<file path="src/rtl/vmi_pkg.sv">
package vmi_pkg;

    typedef enum logic [1:0] {
        LR_IDLE    = 2'b00,
        LR_PEND    = 2'b01,
        LR_ACT     = 2'b10,
        LR_ACTPEND = 2'b11
    } lr_st_e;

    localparam int NUM_CAUSE = 8;

    localparam int C_EOI   = 0;
    localparam int C_UNDER = 1;
    localparam int C_NOENT = 2;
    localparam int C_NOPEND = 3;
    localparam int C_G0ON  = 4;
    localparam int C_G0OFF = 5;
    localparam int C_G1ON  = 6;
    localparam int C_G1OFF = 7;

endpackage

</file>
<file path="src/rtl/vmi_lr_scan.sv">
module vmi_lr_scan
    import vmi_pkg::*;
#(
    parameter int NUM_LR = 4
) (
    input  logic [2*NUM_LR-1:0] lr_state,
    output logic [NUM_LR-1:0]   empty_vec,
    output logic                any_pend,
    output logic                underflow
);

    logic [NUM_LR-1:0] valid_vec;
    logic [NUM_LR-1:0] pend_vec;

    for (genvar i = 0; i < NUM_LR; i++) begin : g_entry
        lr_st_e st;
        assign st           = lr_st_e'(lr_state[2*i +: 2]);
        assign empty_vec[i] = (st == LR_IDLE);
        assign valid_vec[i] = (st != LR_IDLE);
        assign pend_vec[i]  = (st == LR_PEND) || (st == LR_ACTPEND);
    end

    always_comb begin
        int nvalid;
        nvalid = 0;
        for (int i = 0; i < NUM_LR; i++) begin
            if (valid_vec[i]) begin
                nvalid = nvalid + 1;
            end
        end
        underflow = (nvalid <= 1);
        any_pend  = |pend_vec;
    end

endmodule

</file>
<file path="src/rtl/vmi_miss_ctr.sv">
module vmi_miss_ctr #(
    parameter int CNT_W = 5
) (
    input  logic             clk,
    input  logic             rst_n,
    input  logic             eoi_miss,
    input  logic             miss_clr,
    output logic [CNT_W-1:0] cnt
);

    localparam logic [CNT_W-1:0] CNT_MAX = '1;

    typedef struct packed {
        logic [CNT_W-1:0] cnt;
    } ctr_t;

    ctr_t ctr_d, ctr_q;

    always_comb begin
        ctr_d = ctr_q;
        if (miss_clr) begin
            ctr_d.cnt = '0;
        end else if (eoi_miss && (ctr_q.cnt != CNT_MAX)) begin
            ctr_d.cnt = ctr_q.cnt + 1'b1;
        end
    end

    always_ff @(posedge clk) begin
        if (!rst_n) begin
            ctr_q <= '0;
        end else begin
            ctr_q <= ctr_d;
        end
    end

    assign cnt = ctr_q.cnt;

endmodule

</file>
<file path="src/rtl/vmi_eoi_flags.sv">
module vmi_eoi_flags
    import vmi_pkg::*;
#(
    parameter int NUM_LR = 4
) (
    input  logic                clk,
    input  logic                rst_n,
    input  logic [2*NUM_LR-1:0] lr_state,
    input  logic [NUM_LR-1:0]   lr_maint_req,
    input  logic [NUM_LR-1:0]   lr_deact,
    input  logic [NUM_LR-1:0]   lr_wr,
    output logic [NUM_LR-1:0]   flags
);

    typedef struct packed {
        logic [NUM_LR-1:0] flag;
    } flg_t;

    flg_t flg_d, flg_q;

    always_comb begin
        flg_d = flg_q;
        for (int i = 0; i < NUM_LR; i++) begin
            if (lr_wr[i]) begin
                flg_d.flag[i] = 1'b0;
            end else if (lr_deact[i] && lr_maint_req[i] &&
                         (lr_st_e'(lr_state[2*i +: 2]) == LR_ACT)) begin
                flg_d.flag[i] = 1'b1;
            end
        end
    end

    always_ff @(posedge clk) begin
        if (!rst_n) begin
            flg_q <= '0;
        end else begin
            flg_q <= flg_d;
        end
    end

    assign flags = flg_q.flag;

endmodule

</file>
<file path="src/rtl/vmaint_irq_gen.sv">
module vmaint_irq_gen
    import vmi_pkg::*;
#(
    parameter int NUM_LR = 4,
    parameter int CNT_W  = 5
) (
    input  logic                 clk,
    input  logic                 rst_n,
    input  logic                 vif_en,
    input  logic [NUM_CAUSE-1:0] cause_en,
    input  logic                 grp0_on,
    input  logic                 grp1_on,
    input  logic [2*NUM_LR-1:0]  lr_state,
    input  logic [NUM_LR-1:0]    lr_maint_req,
    input  logic [NUM_LR-1:0]    lr_deact,
    input  logic [NUM_LR-1:0]    lr_wr,
    input  logic                 eoi_miss,
    input  logic                 miss_clr,
    output logic                 maint_irq,
    output logic [NUM_CAUSE-1:0] cause_pend,
    output logic [NUM_LR-1:0]    eoi_status,
    output logic [NUM_LR-1:0]    empty_status,
    output logic [CNT_W-1:0]     miss_cnt
);

    typedef struct packed {
        logic                 irq;
        logic [NUM_CAUSE-1:0] cause;
        logic [NUM_LR-1:0]    empty;
    } out_t;

    out_t out_d, out_q;

    logic [NUM_LR-1:0] empty_vec;
    logic              any_pend;
    logic              underflow;
    logic [NUM_LR-1:0] flags;
    logic [CNT_W-1:0]  cnt;
    logic [NUM_CAUSE-1:0] raw;

    vmi_lr_scan #(.NUM_LR(NUM_LR)) u_scan (
        .lr_state  (lr_state),
        .empty_vec (empty_vec),
        .any_pend  (any_pend),
        .underflow (underflow)
    );

    vmi_eoi_flags #(.NUM_LR(NUM_LR)) u_flags (
        .clk          (clk),
        .rst_n        (rst_n),
        .lr_state     (lr_state),
        .lr_maint_req (lr_maint_req),
        .lr_deact     (lr_deact),
        .lr_wr        (lr_wr),
        .flags        (flags)
    );

    vmi_miss_ctr #(.CNT_W(CNT_W)) u_ctr (
        .clk      (clk),
        .rst_n    (rst_n),
        .eoi_miss (eoi_miss),
        .miss_clr (miss_clr),
        .cnt      (cnt)
    );

    always_comb begin
        raw           = '0;
        raw[C_EOI]    = |flags;
        raw[C_UNDER]  = underflow;
        raw[C_NOENT]  = (cnt != '0);
        raw[C_NOPEND] = !any_pend;
        raw[C_G0ON]   = grp0_on;
        raw[C_G0OFF]  = !grp0_on;
        raw[C_G1ON]   = grp1_on;
        raw[C_G1OFF]  = !grp1_on;

        out_d       = out_q;
        out_d.cause = raw & cause_en & {NUM_CAUSE{vif_en}};
        out_d.irq   = |out_d.cause;
        out_d.empty = empty_vec;
    end

    always_ff @(posedge clk) begin
        if (!rst_n) begin
            out_q <= '0;
        end else begin
            out_q <= out_d;
        end
    end

    assign maint_irq    = out_q.irq;
    assign cause_pend   = out_q.cause;
    assign empty_status = out_q.empty;
    assign eoi_status   = flags;
    assign miss_cnt     = cnt;

endmodule

</file>
<file path="config.mk">
export PLATFORM = sky130hd
export DESIGN_NAME = vmaint_irq_gen
export DESIGN_NICKNAME = d
export VERILOG_FILES = /design/src/rtl/vmi_pkg.sv /design/src/rtl/vmi_lr_scan.sv /design/src/rtl/vmi_miss_ctr.sv /design/src/rtl/vmi_eoi_flags.sv /design/src/rtl/vmaint_irq_gen.sv
export SDC_FILE = /design/constraint.sdc
export NUM_CORES = 1
export LEC_CHECK = 0
export ABC_AREA = 1
export BUFFER_PORTS_ARGS = -buffer_cell sky130_fd_sc_hd__buf_2
export CAP_MARGIN = 5
export CORE_AREA = 5 5 58 60
export CTS_BUF_LIST = sky130_fd_sc_hd__clkbuf_16
export DETAILED_ROUTE_END_ITERATION = 6
export DIE_AREA = 0 0 63 65
export GPL_TIMING_DRIVEN = 0
export MAX_ROUTING_LAYER = met4
export PLACE_DENSITY = 0.7
export SKIP_LAST_GASP = 1
export SYNTH_ARGS = -nofsm -noshare
export SYNTH_HDL_FRONTEND = slang
export SYNTH_SLANG_ARGS = --single-unit
export TNS_END_PERCENT = 50
</file>
<file path="constraint.sdc">
create_clock -name clk -period 1.51 [get_ports clk]
set_clock_uncertainty 0.05 [all_clocks]
set_input_delay 0.2265 -clock clk [delete_from_list [all_inputs] [get_ports clk]]
set_output_delay 0.2265 -clock clk [all_outputs]
set_load 0.01 [all_outputs]
</file>
==> results of run 1 <==
-- final timing paths --
| check | from | end | slack, ns | cells past startpoint |
|---|---|---|---|---|
| max reg2reg | u_ctr.cnt[0] | u_ctr.cnt[2] | -0.03 | 8 |
| min reg2reg | u_flags.flags[3] | u_flags.flags[3] | 0.44 | 2 |
| max | u_ctr.cnt[0] | u_ctr.cnt[2] | -0.03 | 8 |
| min | lr_wr[0] | u_flags.flags[0] | 0.07 | 2 |
-- stage by stage --
stage | hold WS [ns] | utilization (%) | std cells | setup TNS, ns | area [µm²]
6_report | 0.07293 | 52.61 | 231 | -0.04453 | 1514
4_1_cts | 0.06839 | 51.61 | 231 | -0.1253 | 1485
3_5_place_dp | 0.3405 | 46.91 | 223 | -0.5926 | 1350
5_1_grt | 0.07663 | 52.61 | 231 | -0.3200 | 1514
3_3_place_gp | 0.3368 | 46.91 | 223 | -0.5368 | 1350
2_1_floorplan | 0.2493 | - | 135 | -0.002149 | 1033
-- synthesized netlist by cell type --
cell,count
inv_1,28
dfxtp_1,22
nor2_1,20
nand2_1,18
nand3_1,11
nand4_1,7
ha_1,5
a211oi_1,4
a21oi_1,4
o21ai_0,3
and3_1,2
buf_2,2
o21ai_1,2
buf_6,1
nor2_2,1
nor2_4,1
nor3_1,1
o21bai_1,1
or2_1,1
xnor2_1,1
-- layout by cell type (no fill, tap or decap), types with 2 or more instances in the layout --
cell,n
nand2_1,18
a21oi_1,3
clkbuf_16,3
nand4_1,7
dfxtp_4,2
inv_1,27
buf_4,3
nand3_1,11
a211oi_1,4
dfxtp_1,19
nor2_4,3
buf_2,58
o21ai_0,2
o21ai_1,2
ha_1,3
nor2_1,18
-- kinds of logic after synthesis --
kind of cell,Yosys count
xor gates and xnor gates,1
adders and majority gates,5
buffers and inverters,31
DFF,22
and+or+nand+nor,62
AOI/OAI and AO/OA,14
-- sequential cells by signal, indices dropped and copies added, names as in the netlist --
name / cells
u_flags.flags: 4
cause_pend: 8
empty_status: 4
maint_irq: 1
u_ctr.cnt: 5
-- cell type report --
class	count	area, µm²
Timing Repair Buffer	59	302.8
Buffer	3	21.27
Sequential cell	22	449.2
Multi-Input combinational cell	82	486.7
Fill cell	292	1364
Clock buffer	3	75.07
Tap cell	33	41.29
Clock inverter	1	30.03
Inverter	28	107.6
-- routing by layer --
layer,vias up,global-route usage [%],wire [µm]
li1,557,-,-
met1,455,16.26,1156
met2,45,22.95,1243
met3,4,2.946,209
met4,0,6.101,42
met5,-,-,0
-- worst max-delay path: stages, from the launching register on --
cell and delay (ns):
dfxtp_4 0.35, ha_4 0.16, inv_4 0.05, nor3_2 0.03, ha_2 0.16, or2_4 0.23, buf_2 0.15, o21ai_1 0.13
and3_1 0.17
-- power breakdown --
part	total [mW]	switching, mW	internal, mW
clock	0.720	0.194	0.526
sequential	0.603	0.00658	0.596
combinational	0.197	0.106	0.0911
total	1.52	0.307	1.21
-- repair_timing --
item	4_1_cts	5_1_grt
gates cloned	1	0
gates resized for setup	1	9
pin swaps	4	3
hold endpoints to repair	0	0
buffers inserted	3	0
endpoints found under the setup margin	4	7
==> results_dict.tcl, run 1 <==
set metrics [dict create \
    max-cap-violations 0 \
    period_needed_ns 1.536 \
    tightest_slew_ns 0.3040 \
    critPathKind "reg -> reg" \
    grt_overflow 0 \
    rsz0062_at_grt "true" \
    insertedDiodeCount 0 \
    post-place-ws_ns -0.2760 \
    setup_viol 2 \
    startpoint_type "flip-flop" \
    cts_buffer_depth 2 \
    syn_area_mm2 0.001003 \
    antenna_found_initial 0 \
    power.density_mw_per_mm2 1004 \
    numClockSinks 22 \
    syn_inst 135 \
    p_leak_nw 0.8260 \
    routabilityCongestion 0.8065 \
    port_buffers 55 \
    num-nets-final 239 \
    via_per_inst 4.593 \
    cts_made_buffers 3 \
    synthMuxAreaShare_pct 0 \
    drive_above_1_share_pct 40.91 \
    hold_path.class "in -> reg" \
    yosys.area.top_type "dfxtp_1" \
    cts-root-buf "clkbuf_16" \
    ys_types 20 \
    synth_top_area_share_pct 43.89 \
    cts_tree "yes" \
    rows 20 \
    synth_top_family_by_area "simple AND/OR/NAND/NOR gates" \
    yosysWarnings 0 \
    worstPathRequired_ns 1.65 \
    cp.arrival_ns 1.68 \
    syn_avg_cell_area_um2 7.433 \
    totalWireLength_um 2652 \
    cp-end-kind "flip-flop" \
    grt_pass1_vias 1076 \
    grt_pass1_wl_um 4464 \
    clk_latency_ns 0.25 \
    fin_ws_ns -0.02595 \
    yosysSeqAreaShare_pct 43.89 \
    synthSimpleGateAreaFrac_pct 28.18 \
    ctsHoldBuffers 0 \
    max_freq_mhz 651.1 \
    initial_utilization_pct 34.87 \
    drc_errors 0 \
    drtIter0Drc 37 \
    htree_levels 1 \
    firstDrtPassIters 4 \
    drv_slew 0 \
    coreArea_mm2 0.002878 \
    track_usage_pct 13.91 \
    dieWidth_um 63 \
    ys_ff_latch 22 \
    synthXorXnorAreaFrac_pct 0.8728 \
    synth.area.top_cells "dfxtp_1, inv_1, nor2_1" \
    fp.dieArea_mm2 0.004095 \
    hold_viol 0 \
    violations "setup timing" \
    synth.net_count 175 \
    final_antenna_net_count 0 \
    die_h_um 65 \
    path_clk_slew_ns 0.06 \
    synthAdderAreaFrac_pct 6.234 \
    crit_fanout 5 \
    peakVddDrop_mv 0.9317 \
    area_growth_pct 50.87 \
    avgRoutedWirePerCell_um 11.48 \
    grt_max_degree 14 \
    hpwlAfterDp_um 2145 \
    relSlewSlack_pct 79.66 \
    status "finished, violations left" \
    vias 1061 \
    num_io_pins 57 \
    finalCritPeriodShare_pct 101.7 \
    synth_compound_area_share_pct 8.229 \
    power_mw 1.520 \
]
(Power assumes the default switching activity.)
==> run 2, diff against run 1 <==
--- a/config.mk
+++ b/config.mk
@@ -6,6 +6,7 @@
 export NUM_CORES = 1
 export LEC_CHECK = 0
 export ABC_AREA = 1
+export ABC_CLOCK_PERIOD_IN_PS = 1510
 export BUFFER_PORTS_ARGS = -buffer_cell sky130_fd_sc_hd__buf_2
 export CAP_MARGIN = 5
 export CORE_AREA = 5 5 58 60
@@ -15,6 +16,7 @@
 export GPL_TIMING_DRIVEN = 0
 export MAX_ROUTING_LAYER = met4
 export PLACE_DENSITY = 0.7
+export REMOVE_ABC_BUFFERS = 1
 export SKIP_LAST_GASP = 1
 export SYNTH_ARGS = -nofsm -noshare
 export SYNTH_HDL_FRONTEND = slang
==> run 2 against run 1 <==
Effect of this change: maximum frequency up 2.5%; the run now ends clean; register-to-register slack better by 0.04 ns; sequential share of layout area up 0.20 points; first-iteration DRC count down 8.1%.
==> results_dict.tcl, run 2 (synthesized netlist as in run 1, its figures left out) <==
set metrics [dict create \
    initial_utilization_pct 34.87 \
    cts_buffer_depth 2 \
    vias 1009 \
    grt_max_degree 16 \
    critPathKind "reg -> reg" \
    largest_reg_flops 8 \
    cts-root-buf "clkbuf_16" \
    cp-end-kind "flip-flop" \
    hold_path.class "in -> reg" \
    cts_made_buffers 3 \
    clk_latency_ns 0.25 \
    hpwlAfterDp_um 1939 \
    netSwitchingPower_mw 0.3220 \
    cts_tree "yes" \
    power.density_mw_per_mm2 1039 \
    htree_levels 1 \
    antenna_found_initial 0 \
    totalWireLength_um 2525 \
    setup_viol 0 \
    relSlewSlack_pct 70.19 \
    crit_fanout 5 \
    tightest_slew_ns 0.4467 \
    num-nets-final 236 \
    firstDrtPassIters 3 \
    routabilityCongestion 0.8004 \
    seqPwrFrac_pct 39.2 \
    status "finished, final reports clean" \
    max-cap-violations 0 \
    place_inst 221 \
    avgRoutedWirePerCell_um 11.07 \
    track_usage_pct 13.16 \
    p_sw_share_pct 20.90 \
    num_io_pins 57 \
    p_clk_share_pct 47.8 \
    grt_overflow 0 \
    fin_util_pct 51.52 \
    drc_errors 0 \
    most-common-layout-cells "buf_2, inv_1, dfxtp_1" \
    power_mw 1.540 \
    finalCritPeriodShare_pct 99.27 \
    fp.dieArea_mm2 0.004095 \
    port_buffers 56 \
    fin_cells 228 \
    numClockSinks 22 \
    drtIter0Drc 34 \
    grt_pass1_vias 1016 \
    p_comb_share_pct 13.0 \
    cp.arrival_ns 1.60 \
    startpoint_type "flip-flop" \
    placed_cell_area_mm2 0.001304 \
    drive_above_1_share_pct 40.51 \
    rsz0062_at_grt "true" \
    grt_pass1_wl_um 4084 \
    period_needed_ns 1.499 \
    dieWidth_um 63 \
    via_per_inst 4.425 \
    die_h_um 65 \
    area_growth_pct 47.76 \
    hold_viol 0 \
    rows 20 \
    drv_slew 0 \
    n_fill_cell 305 \
    insertedDiodeCount 0 \
    p_leak_nw 0.8130 \
    postLayoutCellArea_mm2 0.001483 \
    final_common_cell "buf_2" \
    worstPathRequired_ns 1.61 \
    final_antenna_net_count 0 \
    ctsHoldBuffers 0 \
    max_freq_mhz 667.1 \
    coreArea_mm2 0.002878 \
    internal_power_mw 1.218 \
    peakVddDrop_mv 0.6889 \
    path_clk_slew_ns 0.06 \
]
-- run 2: worst paths after layout --
path / slack, ns / startpoint / endpoint / cells after the start
setup / recovery: 0.01 / u_ctr.cnt[0] / u_ctr.cnt[2] / 8
hold / removal: 0.07 / lr_wr[0] / u_flags.flags[0] / 2
setup reg to reg: 0.01 / u_ctr.cnt[0] / u_ctr.cnt[2] / 8
hold reg to reg: 0.43 / u_flags.flags[1] / u_flags.flags[1] / 2
-- run 2: per-stage QoR --
stage / TNS [ns] / hold WS [ns] / worst slack (ns)
2_1_floorplan: -0.5750 / 0.2493 / -0.1496
3_3_place_gp: -1.308 / 0.3359 / -0.2721
3_5_place_dp: -1.374 / 0.3409 / -0.2611
4_1_cts: -0.009217 / 0.06718 / -0.009217
5_1_grt: -0.1263 / 0.07366 / -0.06033
6_report: 0 / 0.07214 / 0.01095
-- run 2: layout make-up --
class	count	area [µm²]	area share [%]
clock inverter	1	30.03	2.025
timing repair buffer	58	295.3	19.92
clock buffer	3	75.07	5.063
multi-input combinational	83	493.0	33.25
sequential	22	442.9	29.87
inverter	28	105.1	7.089
tap	33	41.29	2.785
-- run 2: power groups by stage --
stage	logic [mW]	registers [mW]	clock network (mW)
after floorplan	0.0811	0.626	0
after CTS	0.183	0.604	0.760
after detailed placement	0.174	0.617	0
after global routing	0.229	0.606	0.792
after global placement	0.172	0.618	0
final	0.200	0.604	0.737
-- run 2: critical path, cell delays in order (launching register included) --
cell     delay (ns)
dfxtp_2        0.32
ha_2           0.17
inv_2          0.08
nor3_1         0.05
ha_2           0.18
or2_4          0.26
nor2_4         0.07
nand2_1        0.04
and3_1         0.16
-- run 2: what timing repair did --
action | in CTS | in global routing
pin swaps | 1 | 2
cloned | 1 | 0
buffers inserted | 2 | 0
gates resized for setup | 7 | 10
endpoints found under the setup margin | 6 | 5
-- run 2: metal layers --
layer | vias up | GRT usage, % | part of all wire [%]
li1 | 552 | - | -
met1 | 413 | 14.75 | 45
met2 | 40 | 19.74 | 42
met3 | 4 | 5.546 | 11
met4 | 0 | 7.162 | 2.1
met5 | - | - | 0
==> run 3, diff against run 2 <==
--- a/config.mk
+++ b/config.mk
@@ -9,13 +9,13 @@
 export ABC_CLOCK_PERIOD_IN_PS = 1510
 export BUFFER_PORTS_ARGS = -buffer_cell sky130_fd_sc_hd__buf_2
 export CAP_MARGIN = 5
-export CORE_AREA = 5 5 58 60
-export CTS_BUF_LIST = sky130_fd_sc_hd__clkbuf_16
+export CORE_AREA = 2 2 54 56
+export CTS_BUF_LIST = sky130_fd_sc_hd__clkbuf_8
 export DETAILED_ROUTE_END_ITERATION = 6
-export DIE_AREA = 0 0 63 65
+export DIE_AREA = 0 0 56 58
 export GPL_TIMING_DRIVEN = 0
 export MAX_ROUTING_LAYER = met4
-export PLACE_DENSITY = 0.7
+export PLACE_DENSITY = 0.72
 export REMOVE_ABC_BUFFERS = 1
 export SKIP_LAST_GASP = 1
 export SYNTH_ARGS = -nofsm -noshare
==> run 3 against run 2 <==
Effect of this change: the run now ends with setup timing left; combinational power about the same; count of clock-buffer cells in the layout up 1; sequential power about the same; critical path depth did not move; die area is 21% lower; core utilization increased by 3.3 points; final cell count is the same; clock power is 44% lower; hold slack got worse by 0.0084 ns; critical path type unchanged; highest routed layer unchanged.
==> results_dict.tcl, run 3 (synthesized netlist as in run 1, its figures left out) <==
set metrics [dict create \
    hold_viol 0 \
    hold_ws_ns 0.06375 \
    ctsHoldBuffers 0 \
    crit_fanout 5 \
    rows 19 \
    p_sw_share_pct 24.09 \
    grt_pass1_wl_um 4153 \
    clk_latency_ns 0.26 \
    startpoint_type "flip-flop" \
    multi_input_area_um2 503.0 \
    max_stage_delay_ns 0.36 \
    status "finished, violations left" \
    hold_path.class "in -> reg" \
    place_inst 219 \
    finalCritPeriodShare_pct 101.0 \
    violations "setup timing" \
    critPathSlowestCell "dfxtp_4" \
    power.density_mw_per_mm2 832.4 \
    drtIter0Drc 21 \
    max_freq_mhz 655.9 \
    num-nets-final 238 \
    cp_top_family "simple AND/OR/NAND/NOR gates" \
    cts_tree "yes" \
    via_per_inst 4.737 \
    grt_overflow 0 \
    path_cells "ha_4, inv_4, nor3_2, ha_2, or2_4, nor2_2, nand2_1, and3_1" \
    setup_viol 1 \
    final_common_cell "buf_2" \
    p_clk_share_pct 33.8 \
    drv_slew 0 \
    peakVddDrop_mv 0.4570 \
    grt_max_degree 16 \
    hpwlAfterDp_um 1854 \
    tightest_slew_ns 0.4819 \
    track_usage_pct 16.35 \
    htree_levels 1 \
    p_leak_nw 0.8032 \
    power_mw 1.215 \
    largest_reg_flops 8 \
    max-cap-violations 0 \
    fin_ws_ns -0.01458 \
    firstDrtPassIters 4 \
    drive_above_1_share_pct 41.12 \
    insertedDiodeCount 0 \
    cts-root-buf "clkbuf_8" \
    worstPathRequired_ns 1.61 \
    path_clk_slew_ns 0.08 \
    drc_errors 0 \
    antenna_found_initial 0 \
    cts_buffer_depth 2 \
    n_fill_cell 268 \
    vias 1080 \
    internal_power_mw 0.9226 \
    relSlewSlack_pct 67.84 \
    coreArea_mm2 0.002663 \
    fin_util_pct 54.84 \
    p_comb_share_pct 16.6 \
    area_growth_pct 45.51 \
    fp.dieArea_mm2 0.003248 \
    period_needed_ns 1.525 \
    seqPwrFrac_pct 49.6 \
    cts_made_buffers 3 \
    netSwitchingPower_mw 0.2928 \
    port_buffers 56 \
    avgRoutedWirePerCell_um 11.06 \
    final_antenna_net_count 0 \
    routabilityCongestion 0.8284 \
    numClockSinks 22 \
    dieWidth_um 56 \
    rsz0062_at_grt "true" \
    critPathKind "reg -> reg" \
    regArea_um2 445.4 \
    num_io_pins 57 \
    crit_buf_inv 1 \
    fin_cells 228 \
    initial_utilization_pct 37.69 \
    grt_pass1_vias 1053 \
    die_h_um 58 \
    most-common-layout-cells "buf_2, inv_1, dfxtp_1" \
    cp-end-kind "flip-flop" \
    totalWireLength_um 2521 \
    cp.arrival_ns 1.63 \
]
run 3: changes by cell type in the layout (fill, tap and decap cells not counted), sizes merged:
cell    before  now
bufinv       1    0
buf         58   60
clkbuf       3    4
run 3: final timing paths:
kind | from | end | slack [ns] | cells after the start
worst max-delay path | u_ctr.cnt[1] | u_ctr.cnt[3] | -0.01 | 8
worst min-delay path | lr_wr[1] | u_flags.flags[1] | 0.06 | 2
worst max register to register | u_ctr.cnt[1] | u_ctr.cnt[3] | -0.01 | 8
worst min register to register | u_flags.flags[1] | u_flags.flags[1] | 0.43 | 2
run 3: final cells by class:
type	instances	area share, %
flip-flops and latches	22	30.51
inverters	28	7.369
well taps	31	2.656
multi-input cells	83	34.45
clock buffers	4	3.770
repair buffers	60	21.25
run 3: per-layer routing:
metal	up-vias	GRT usage, %	wire length [µm]
met1	477	18.66	1095
met2	47	28.57	1207
met4	0	5.442	29
met5	-	-	0
li1	552	-	-
met3	4	3.571	188
run 3: repair_timing:
item / in CTS / in global routing
gates cloned: 1 / 0
resized for setup: 8 / 12
setup endpoints to repair: 7 / 7
pin swaps: 2 / 6
setup buffers: 2 / 2
run 3: metrics by stage:
stage	setup slack [ns]	setup TNS [ns]	area [µm²]
floorplan	-0.1496	-0.5750	982.2
global placement	-0.2827	-1.356	1301
detailed placement	-0.3183	-1.587	1301
CTS	-0.005656	-0.005656	1403
global route	-0.04688	-0.1537	1460
finish	-0.01458	-0.01458	1460
run 3: power by group through the flow:
stage / Sequential [mW] / Combinational [mW] / Clock (mW)
6_report: 0.603 / 0.202 / 0.411
3_3_place_gp: 0.617 / 0.174 / 0
5_1_grt: 0.605 / 0.234 / 0.451
2_1_floorplan: 0.626 / 0.0811 / 0
3_5_place_dp: 0.617 / 0.177 / 0
4_1_cts: 0.603 / 0.191 / 0.427
